===== src/rtl/pwrup_strap_ctrl.sv =====
module pwrup_strap_ctrl #(
  parameter int SETTLE_CYCLES = 64,
  parameter int STAB_CYCLES   = 42955
) (
  input  logic       clk,
  input  logic       rst_n,
  input  logic       strap_pin_in,
  input  logic [1:0] sel_pins,
  input  logic       pd_n,
  input  logic       clk_low_phase,
  output logic       pin_drive,
  output logic       tristate_mode,
  output logic       test_mode,
  output logic [1:0] host_sel,
  output logic       serial_en,
  output logic       run_outputs
);
  localparam int MAXC = (SETTLE_CYCLES > STAB_CYCLES) ? SETTLE_CYCLES : STAB_CYCLES;
  localparam int CW = $clog2(MAXC + 1);
  localparam logic [CW-1:0] SETTLE_LAST = CW'(SETTLE_CYCLES - 1);
  localparam logic [CW-1:0] STAB_LAST   = CW'(STAB_CYCLES - 1);

  typedef enum logic [1:0] {S_SETTLE, S_STAB, S_RUN, S_DOWN} st_t;

  st_t           st;
  logic [CW-1:0] cnt;
  logic [2:0]    strap;
  logic [1:0]    pd_s;
  logic          pd_low;

  assign pd_low = ~pd_s[1];

  always_ff @(posedge clk or negedge rst_n) begin
    if (!rst_n) pd_s <= 2'b11;
    else        pd_s <= {pd_s[0], pd_n};
  end

  always_ff @(posedge clk or negedge rst_n) begin
    if (!rst_n) begin
      st    <= S_SETTLE;
      cnt   <= '0;
      strap <= 3'b000;
    end else begin
      case (st)
        S_SETTLE:
          if (cnt == SETTLE_LAST) begin
            strap <= {strap_pin_in, sel_pins};
            cnt   <= '0;
            st    <= S_STAB;
          end else begin
            cnt <= cnt + 1'b1;
          end
        S_STAB:
          if (pd_low) begin
            st <= S_DOWN;
          end else if (cnt == STAB_LAST) begin
            if (clk_low_phase) st <= S_RUN;
          end else begin
            cnt <= cnt + 1'b1;
          end
        S_RUN:
          if (pd_low && clk_low_phase) st <= S_DOWN;
        S_DOWN:
          if (!pd_low) begin
            cnt <= '0;
            st  <= S_STAB;
          end
        default: st <= S_SETTLE;
      endcase
    end
  end

  assign pin_drive     = (st != S_SETTLE);
  assign serial_en     = (st == S_STAB) || (st == S_RUN);
  assign run_outputs   = (st == S_RUN);
  assign test_mode     = ~strap[1] &  strap[0];
  assign tristate_mode = ~strap[1] & ~strap[0];
  assign host_sel      = !strap[1] ? 2'd3 : (strap[2] ? 2'd2 : {1'b0, strap[0]});
endmodule



===== config.mk =====
export PLATFORM = sky130hd
export DESIGN_NAME = pwrup_strap_ctrl
export DESIGN_NICKNAME = d
export VERILOG_FILES = /design/src/rtl/pwrup_strap_ctrl.sv
export SDC_FILE = /design/constraint.sdc
export NUM_CORES = 1
export LEC_CHECK = 0
export BUFFER_PORTS_ARGS = -buffer_cell sky130_fd_sc_hd__buf_4
export CAP_MARGIN = 20
export CORE_ASPECT_RATIO = 1.2
export CORE_MARGIN = 1.5
export CORE_UTILIZATION = 40
export DETAILED_ROUTE_END_ITERATION = 8
export GPL_TIMING_DRIVEN = 0
export HOLD_SLACK_MARGIN = 0.03
export PLACE_DENSITY = 0.66
export SLEW_MARGIN = 15
export SYNTH_ARGS = -nofsm -noshare
export SYNTH_HDL_FRONTEND = slang
export SYNTH_SLANG_ARGS = --single-unit
export TNS_END_PERCENT = 5

===== constraint.sdc =====
create_clock -name clk -period 2.8 [get_ports clk]
set_input_delay 0.84 -clock clk [delete_from_list [all_inputs] [get_ports clk]]
set_output_delay 0.84 -clock clk [all_outputs]
set_load 0.02 [all_outputs]

==> out/qor.txt, run 1 <==
result of the run: finished clean
total overflow reported by the global router: 0
slack of the worst reg-to-reg path: 0.46 ns
Clk pwr share: 0.353
transition time at the pin with the least slew margin: 0.699 ns
Starting DRT DRC Count: 47
maximum number of pins on one net before global-route repair: 24
pre-CTS WS: 0.473 ns
fraction of final layout cells sized beyond drive strength 1: 0.209
DRT Pass-1 Iters: 4
number of antenna cells inserted: 0
CTS clk-pin slew, worst paths: 0.08 ns
category of the critical setup timing path: reg -> reg
number of H-tree levels: 1
Hold Crit Start: pd_s[0]
vias per cell: 5.53
core region area: 3310 µm²
y dimension of the die: 67.4 µm
Sw Pwr: 0.118 mW
Post-Route WL: 2670 µm
worst r2r path cells: 7
die outline area: 3820 µm²
Std-Cell Rows: 23
synth unique cells: 38
number of filler instances in the final layout: 313
IO Pins: 14
required time of the critical path: 2.95 ns
final setup violation count: 0
Port-buffer cells: 13
fraction of power spent switching nets: 0.207
Max Fclk: 0.427 GHz
source-to-sink clock delay at the later pin of the worst-skew pair: 0.26 ns
launching point of the worst reg2reg path: cnt[0]
mapped cell area: 1380 µm²
final instance count without filler cells: 190
number of flip-flops and latches in the synthesized netlist: 23
top-area cell type share of the netlist area: 0.380
initial antenna violation count: 0
worst ir drop on vdd: 278 µV
layout net count: 168
total global-route track usage: 0.157
crit start category: flip-flop
Max Buffers Root-to-Sink: 2
CTS tree: done
HPWL Detailed: 2100 µm
fin crit period: 2.34 ns
Post-DRT Antenna Nets: 0
max-cap violation count: 0
Commonest cells post-synth: sky130_fd_sc_hd__nor2_1, sky130_fd_sc_hd__dfrtp_1, sky130_fd_sc_hd__inv_1
Warnings, synthesis: 0
final estimated routing congestion in global placement: 0.888
post-cts sizing count: 0
width of the die: 56.7 µm
layout overhead on the synthesized area: 13.7%
accumulated negative setup slack: 0 ns
number of buffers added by the clock tree synthesis step: 3
DR DRC count: 0
leakage power summed over all cells: 0.668 nW
sequential share of power: 0.599
worst-case hold path end point: pd_s[1]
clock root buffer master: sky130_fd_sc_hd__clkbuf_8
Sink Count: 23
cell with the most instances after synthesis: sky130_fd_sc_hd__nor2_1
count of mapped cells out of synthesis: 136
capture point of the worst reg-to-reg path: st[1]
cell internal power dissipation: 0.451 mW
number of flops mapped to enable cells by yosys: 0
mean routed wirelength per cell: 14.1 µm
share of the clock period used by the worst path: 0.835
total vias in the final route: 1,051
final hold violation count: 0
power per cell area: 362 nW/µm²
fraction of registers with async set or reset after synthesis: 1.00
Crit. End Element: flip-flop
sequential cell area fraction in the yosys report: 0.418
worst slack on hold paths: 0.359 ns
min setup slack post-route: 0.461 ns
critical path peak fanout: 5
number of cells traversed by the worst hold path: 0
most area-hungry cell type in the Yosys netlist: sky130_fd_sc_hd__dfrtp_1
normalized max-slew margin: 0.530
unrepaired setup endpoints after global routing: no
biggest area contributors in the synthesized netlist: sky130_fd_sc_hd__dfrtp_1, sky130_fd_sc_hd__ha_1, sky130_fd_sc_hd__nor2_1
number of hold buffers added after cts: 0
Synth Area per Inst: 10.2 µm²
Top FF cell, synth: sky130_fd_sc_hd__dfrtp_1
synthesized netlist net count: 150
number of global-route vias before repair: 1,033
Hold Path Class: reg -> reg
proportion of power drawn by combinational gates: 0.047
setup skew after layout: 0.00476 ns
Max Slew Vio Count: 0
Setup Buffers After CTS: 0
global-route wire length before repair: 4640 µm
count of placed standard cells including taps: 186
Worst Path Arrival: 2.49 ns
starting density of the core: 0.418
## routing by layer
| layer | track usage | up-vias | part of all wire |
|---|---|---|---|
| li1 | - | 506 | - |
| met1 | 0.191 | 506 | 0.42 |
| met2 | 0.283 | 34 | 0.50 |
| met3 | 0.0172 | 5 | 0.059 |
| met4 | 0.0625 | 0 | 0.015 |
| met5 | 0 | - | 0 |
## how the worst max path moves through the flow
stage                start  endpoint  slack [ns]  cells past startpoint
floorplan           cnt[7]     st[1]        0.73                      5
global placement    cnt[0]     st[0]        0.53                      7
detailed placement  cnt[0]     st[1]        0.47                      7
CTS                 cnt[0]     st[1]        0.46                      7
global route        cnt[0]     st[0]        0.29                      7
finish              cnt[0]     st[1]        0.46                      7
## critical path: stages, from the launching register on
cell and delay, ns:
sky130_fd_sc_hd__dfrtp_1 0.43, sky130_fd_sc_hd__inv_1 0.09, sky130_fd_sc_hd__ha_1 0.15, sky130_fd_sc_hd__nand4_1 0.10
sky130_fd_sc_hd__nor4_1 0.61, sky130_fd_sc_hd__nand3_1 0.24, sky130_fd_sc_hd__a31oi_4 0.26, sky130_fd_sc_hd__mux2_1 0.34
## stage by stage
stage               total power, mW  instance area [µm²]   util
detailed placement            0.375                 1530  0.461
CTS                           0.580                 1570  0.475
global route                  0.594                 1570  0.475
finish                        0.568                 1570  0.475
floorplan                     0.355                 1380      -
global placement              0.373                 1530  0.461
## logic make-up after synthesis
family                     synth area share
adders and majority gates            0.0633
buffers and inverters                0.0552
and+or+nand+nor                       0.245
DFF                                   0.418
AOI/OAI and AO/OA                    0.0805
muxes                                0.0552
xor gates and xnor gates             0.0824
## power groups by stage
stage                     combinational, mW  clock (mW)  sequential (mW)
after detailed placement             0.0279           0            0.347
after CTS                            0.0279       0.212            0.341
after global routing                 0.0300       0.222            0.341
final                                0.0270       0.201            0.341
after global placement               0.0266           0            0.347
after floorplan                     0.00880           0            0.346
## area by class of cell
type / instances / area [µm²] / share of cell area
buffer: 2 / 31.3 / 0.0199
clock buffer: 4 / 45.0 / 0.0287
inverter: 12 / 45.0 / 0.0287
multi-input combinational: 99 / 728 / 0.463
sequential: 23 / 578 / 0.368
tap: 37 / 46.3 / 0.0295
timing repair buffer: 13 / 97.6 / 0.0621
## sequential cells by signal (all words and copies together), names as in the netlist
name,count
st,2
strap,3
cnt,16
pd_s,2
## cells in the final DEF (no fill, tap or decap), drive strengths merged
master,Yosys,routed
nor2,23,23
o21ai,2,2
a31oi,1,1
nand2,7,7
a21oi,3,3
xor2,6,6
nor4,4,4
nor3,4,4
o211ai,1,1
mux2i,2,2
inv,12,12
and4,1,1
o21bai,2,2
a311oi,1,1
nand2b,1,1
buf,2,15
nand3b,1,1
dfstp,2,2
mux2,5,5
ha,7,7
or3,1,1
o221ai,1,1
xnor2,7,7
nand4,6,6
nor2b,1,1
or4,2,2
o21ba,1,1
o2bb2ai,1,1
clkbuf,0,4
nand3,7,7
dfrtp,21,21
or4b,1,1
Power figures use the tool's default switching activity.
==> run 2, diff against run 1 <==
ABC_AREA = 1   (was not set)
PLACE_DENSITY = 0.67   (was 0.66)
clock period = 1.95 ns   (was 2.8 ns; I/O delays follow)
==> run 2 against run 1 <==
Effect of this change: clock power rose by 49%; clock skew fell by 0.00084 ns; die area rose by 23%.
==> out/qor.txt, run 2 <==
result of the run: finished clean
accumulated negative setup slack: 0 ns (unchanged)
leading cell type in the layout, fill and taps excluded: sky130_fd_sc_hd__nand2_1
final instance count without filler cells: 312 (+64%)
final hold violation count: 0 (unchanged)
capture point of the worst reg-to-reg path: cnt[3]
Commonest cells post-synth: sky130_fd_sc_hd__nand2_1, sky130_fd_sc_hd__inv_1, sky130_fd_sc_hd__nor2_1, sky130_fd_sc_hd__nand3_1, sky130_fd_sc_hd__dfrtp_1
Top FF cell, synth: sky130_fd_sc_hd__dfrtp_1
worst r2r path cells: 8 (+1)
cell internal power dissipation: 0.635 mW (+41%)
HPWL Detailed: 2710 µm (+29%)
Starting DRT DRC Count: 83 (+77%)
Port-buffer cells: 13 (unchanged)
post-cts sizing count: 0 (unchanged)
layout overhead on the synthesized area: 12.4%
FF+latch area: 578 µm² (unchanged)
Synth Area per Inst: 7.12 µm² (-30%)
CTS clk-pin slew, worst paths: 0.08 ns (about the same)
required time of the critical path: 1.36 ns (-1.59 ns)
core region area: 4040 µm² (+22%)
global-route wire length before repair: 6570 µm (+41%)
Post-DRT Antenna Nets: 0 (unchanged)
proportion of power drawn by combinational gates: 0.026 (-0.021)
Std-Cell Rows: 25 (+8.7%)
normalized max-slew margin: 0.666 (+0.136)
Warnings, synthesis: 0 (unchanged)
maximum number of pins on one net before global-route repair: 24 (unchanged)
Sink Count: 23 (unchanged)
total vias in the final route: 1,510 (+44%)
fraction of registers with async set or reset after synthesis: 1.00 (unchanged)
total global-route track usage: 0.176 (+0.0192)
sequential share of power: 0.601 (+0.002)
y dimension of the die: 74.8 µm (+11%)
initial antenna violation count: 0 (unchanged)
number of flops mapped to enable cells by yosys: 0 (unchanged)
min setup slack post-route: 0.0925 ns (-0.368 ns)
number of filler instances in the final layout: 402 (+28%)
most area-hungry cell type in the Yosys netlist: sky130_fd_sc_hd__dfrtp_1
final estimated routing congestion in global placement: 0.824 (-7.2%)
number of flip-flops under the largest register name: 16 (unchanged)
Max Slew Vio Count: 0 (unchanged)
vias per cell: 4.84 (-13%)
fin crit period: 1.86 ns
DRT Pass-1 Iters: 6 (+2)
number of global-route vias before repair: 1,469 (+42%)
DR DRC count: 0 (unchanged)
Max Fclk: 0.538 GHz
count of mapped cells out of synthesis: 241 (+77%)
slack of the worst reg-to-reg path: 0.19 ns (-0.27 ns)
leakage power summed over all cells: 0.986 nW (+48%)
Max Buffers Root-to-Sink: 2 (unchanged)
power per cell area: 415 nW/µm² (+15%)
Crit. End Element: primary output
IO Pins: 14 (unchanged)
clock root buffer master: sky130_fd_sc_hd__clkbuf_8
final setup violation count: 0 (unchanged)
die outline area: 4690 µm² (+23%)
Post-Route WL: 3640 µm (+36%)
Setup Buffers After CTS: 0 (unchanged)
setup skew after layout: 0.00392 ns (-0.000836 ns)
crit start category: flip-flop
pre-CTS WS: 0.169 ns (-0.303 ns)
area taken by multi-input logic gates: 975 µm² (+34%)
Clk pwr share: 0.374 (+0.021)
count of placed standard cells including taps: 308 (+66%)
category of the critical setup timing path: reg -> out
unrepaired setup endpoints after global routing: no
Top Registers: cnt x16, strap x3
sequential cell area fraction in the yosys report: 0.337 (-0.0814)
Biggest register: cnt
mean routed wirelength per cell: 11.7 µm (-17%)
number of buffers added by the clock tree synthesis step: 3 (unchanged)
number of antenna cells inserted: 0 (unchanged)
number of flip-flops and latches in the synthesized netlist: 23 (unchanged)
number of H-tree levels: 1 (unchanged)
most frequent cells in the layout: sky130_fd_sc_hd__nand2_1, sky130_fd_sc_hd__inv_1, sky130_fd_sc_hd__nor2_1
starting density of the core: 0.425 (+0.00766)
transition time at the pin with the least slew margin: 0.500 ns (-0.198 ns)
max-cap violation count: 0 (unchanged)
launching point of the worst reg2reg path: st[1]
fraction of power spent switching nets: 0.208 (+0.00123)
Worst Path Arrival: 1.27 ns (-1.22 ns)
source-to-sink clock delay at the later pin of the worst-skew pair: 0.26 ns (about the same)
synthesized netlist net count: 255 (+70%)
Hold Path Class: in -> async
cell with the most instances after synthesis: sky130_fd_sc_hd__nand2_1
Sw Pwr: 0.167 mW (+42%)
layout net count: 273 (+63%)
mapped cell area: 1720 µm² (+24%)
CTS tree: done
worst ir drop on vdd: 477 µV (+72%)
share of the clock period used by the worst path: 0.953
worst slack on hold paths: 0.202 ns (-0.157 ns)
biggest area contributors in the synthesized netlist: sky130_fd_sc_hd__dfrtp_1, sky130_fd_sc_hd__nand2_1, sky130_fd_sc_hd__inv_1
width of the die: 62.8 µm (+11%)
critical path peak fanout: 4 (-1)
fraction of final layout cells sized beyond drive strength 1: 0.178 (-0.0309)
number of hold buffers added after cts: 0 (unchanged)
top-area cell type share of the netlist area: 0.306 (-0.0740)
total overflow reported by the global router: 0 (unchanged)
synth unique cells: 28 (-26%)
==> run 2: cell types whose count changed in the layout (fill, tap and decap cells not counted), sizes merged, moves of 5 or more <==
| cell | change |
|---|---|
| o21ai | +10 |
| mux2 | -5 |
| nor2 | +8 |
| inv | +23 |
| nand3 | +17 |
| xnor2 | -6 |
| o211ai | +6 |
| nand2 | +73 |
==> run 2: power groups by stage <==
stage	Combinational, mW	Clock [mW]	Sequential [mW]
floorplan	0.00189	0	0.491
global placement	0.0212	0	0.491
detailed placement	0.0217	0	0.491
CTS	0.0218	0.313	0.481
global route	0.0243	0.330	0.482
finish	0.0208	0.299	0.481
==> run 2: cell type report <==
| cell class | count | area share |
|---|---|---|
| Timing Repair Buffer | 13 | 0.0506 |
| Tap cell | 54 | 0.0350 |
| Clock buffer | 4 | 0.0233 |
| Buffer | 3 | 0.0182 |
| Sequential cell | 23 | 0.300 |
| Multi-Input combinational cell | 180 | 0.505 |
| Inverter | 35 | 0.0681 |
==> run 2: cells by family (layout without fill, tap and decap cells) <==
group,after synthesis,in the layout,synth area share
flops,23,23,0.337
fa+ha+maj,7,7,0.0510
xor+xnor,4,4,0.0204
simple gates,146,146,0.399
compound gates,23,23,0.0955
buf+inv,38,55,0.0969
==> run 2: worst max-delay path by stage <==
stage               startpoint   endpoint  slack (ns)  cells past startpoint
floorplan                st[1]     cnt[0]        0.41                      9
global placement         st[1]     cnt[0]        0.19                      9
detailed placement       st[1]     cnt[0]        0.17                      9
CTS                      st[0]  serial_en        0.09                      3
global route             st[1]     cnt[5]        0.02                      8
finish                   st[0]  serial_en        0.09                      3
==> run 2: stage by stage <==
| stage | cell area (µm²) | util | total power, mW |
|---|---|---|---|
| global route | 1930 | 0.478 | 0.836 |
| floorplan | 1720 | - | 0.492 |
| finish | 1930 | 0.478 | 0.802 |
| CTS | 1930 | 0.478 | 0.816 |
| detailed placement | 1880 | 0.466 | 0.512 |
| global placement | 1880 | 0.466 | 0.512 |
==> run 2: metal layers <==
layer	track usage	vias to the layer above	wire length [µm]
met2	0.309	18	1770
met4	0.0444	0	29
met3	0.0359	2	94
met1	0.225	683	1750
li1	-	807	-
met5	0	-	0
==> run 2: worst max-delay path, stage by stage, from the launching register on <==
cell and delay (ns):
sky130_fd_sc_hd__dfrtp_1 0.41, sky130_fd_sc_hd__inv_1 0.10, sky130_fd_sc_hd__ha_1 0.33, sky130_fd_sc_hd__buf_4 0.17
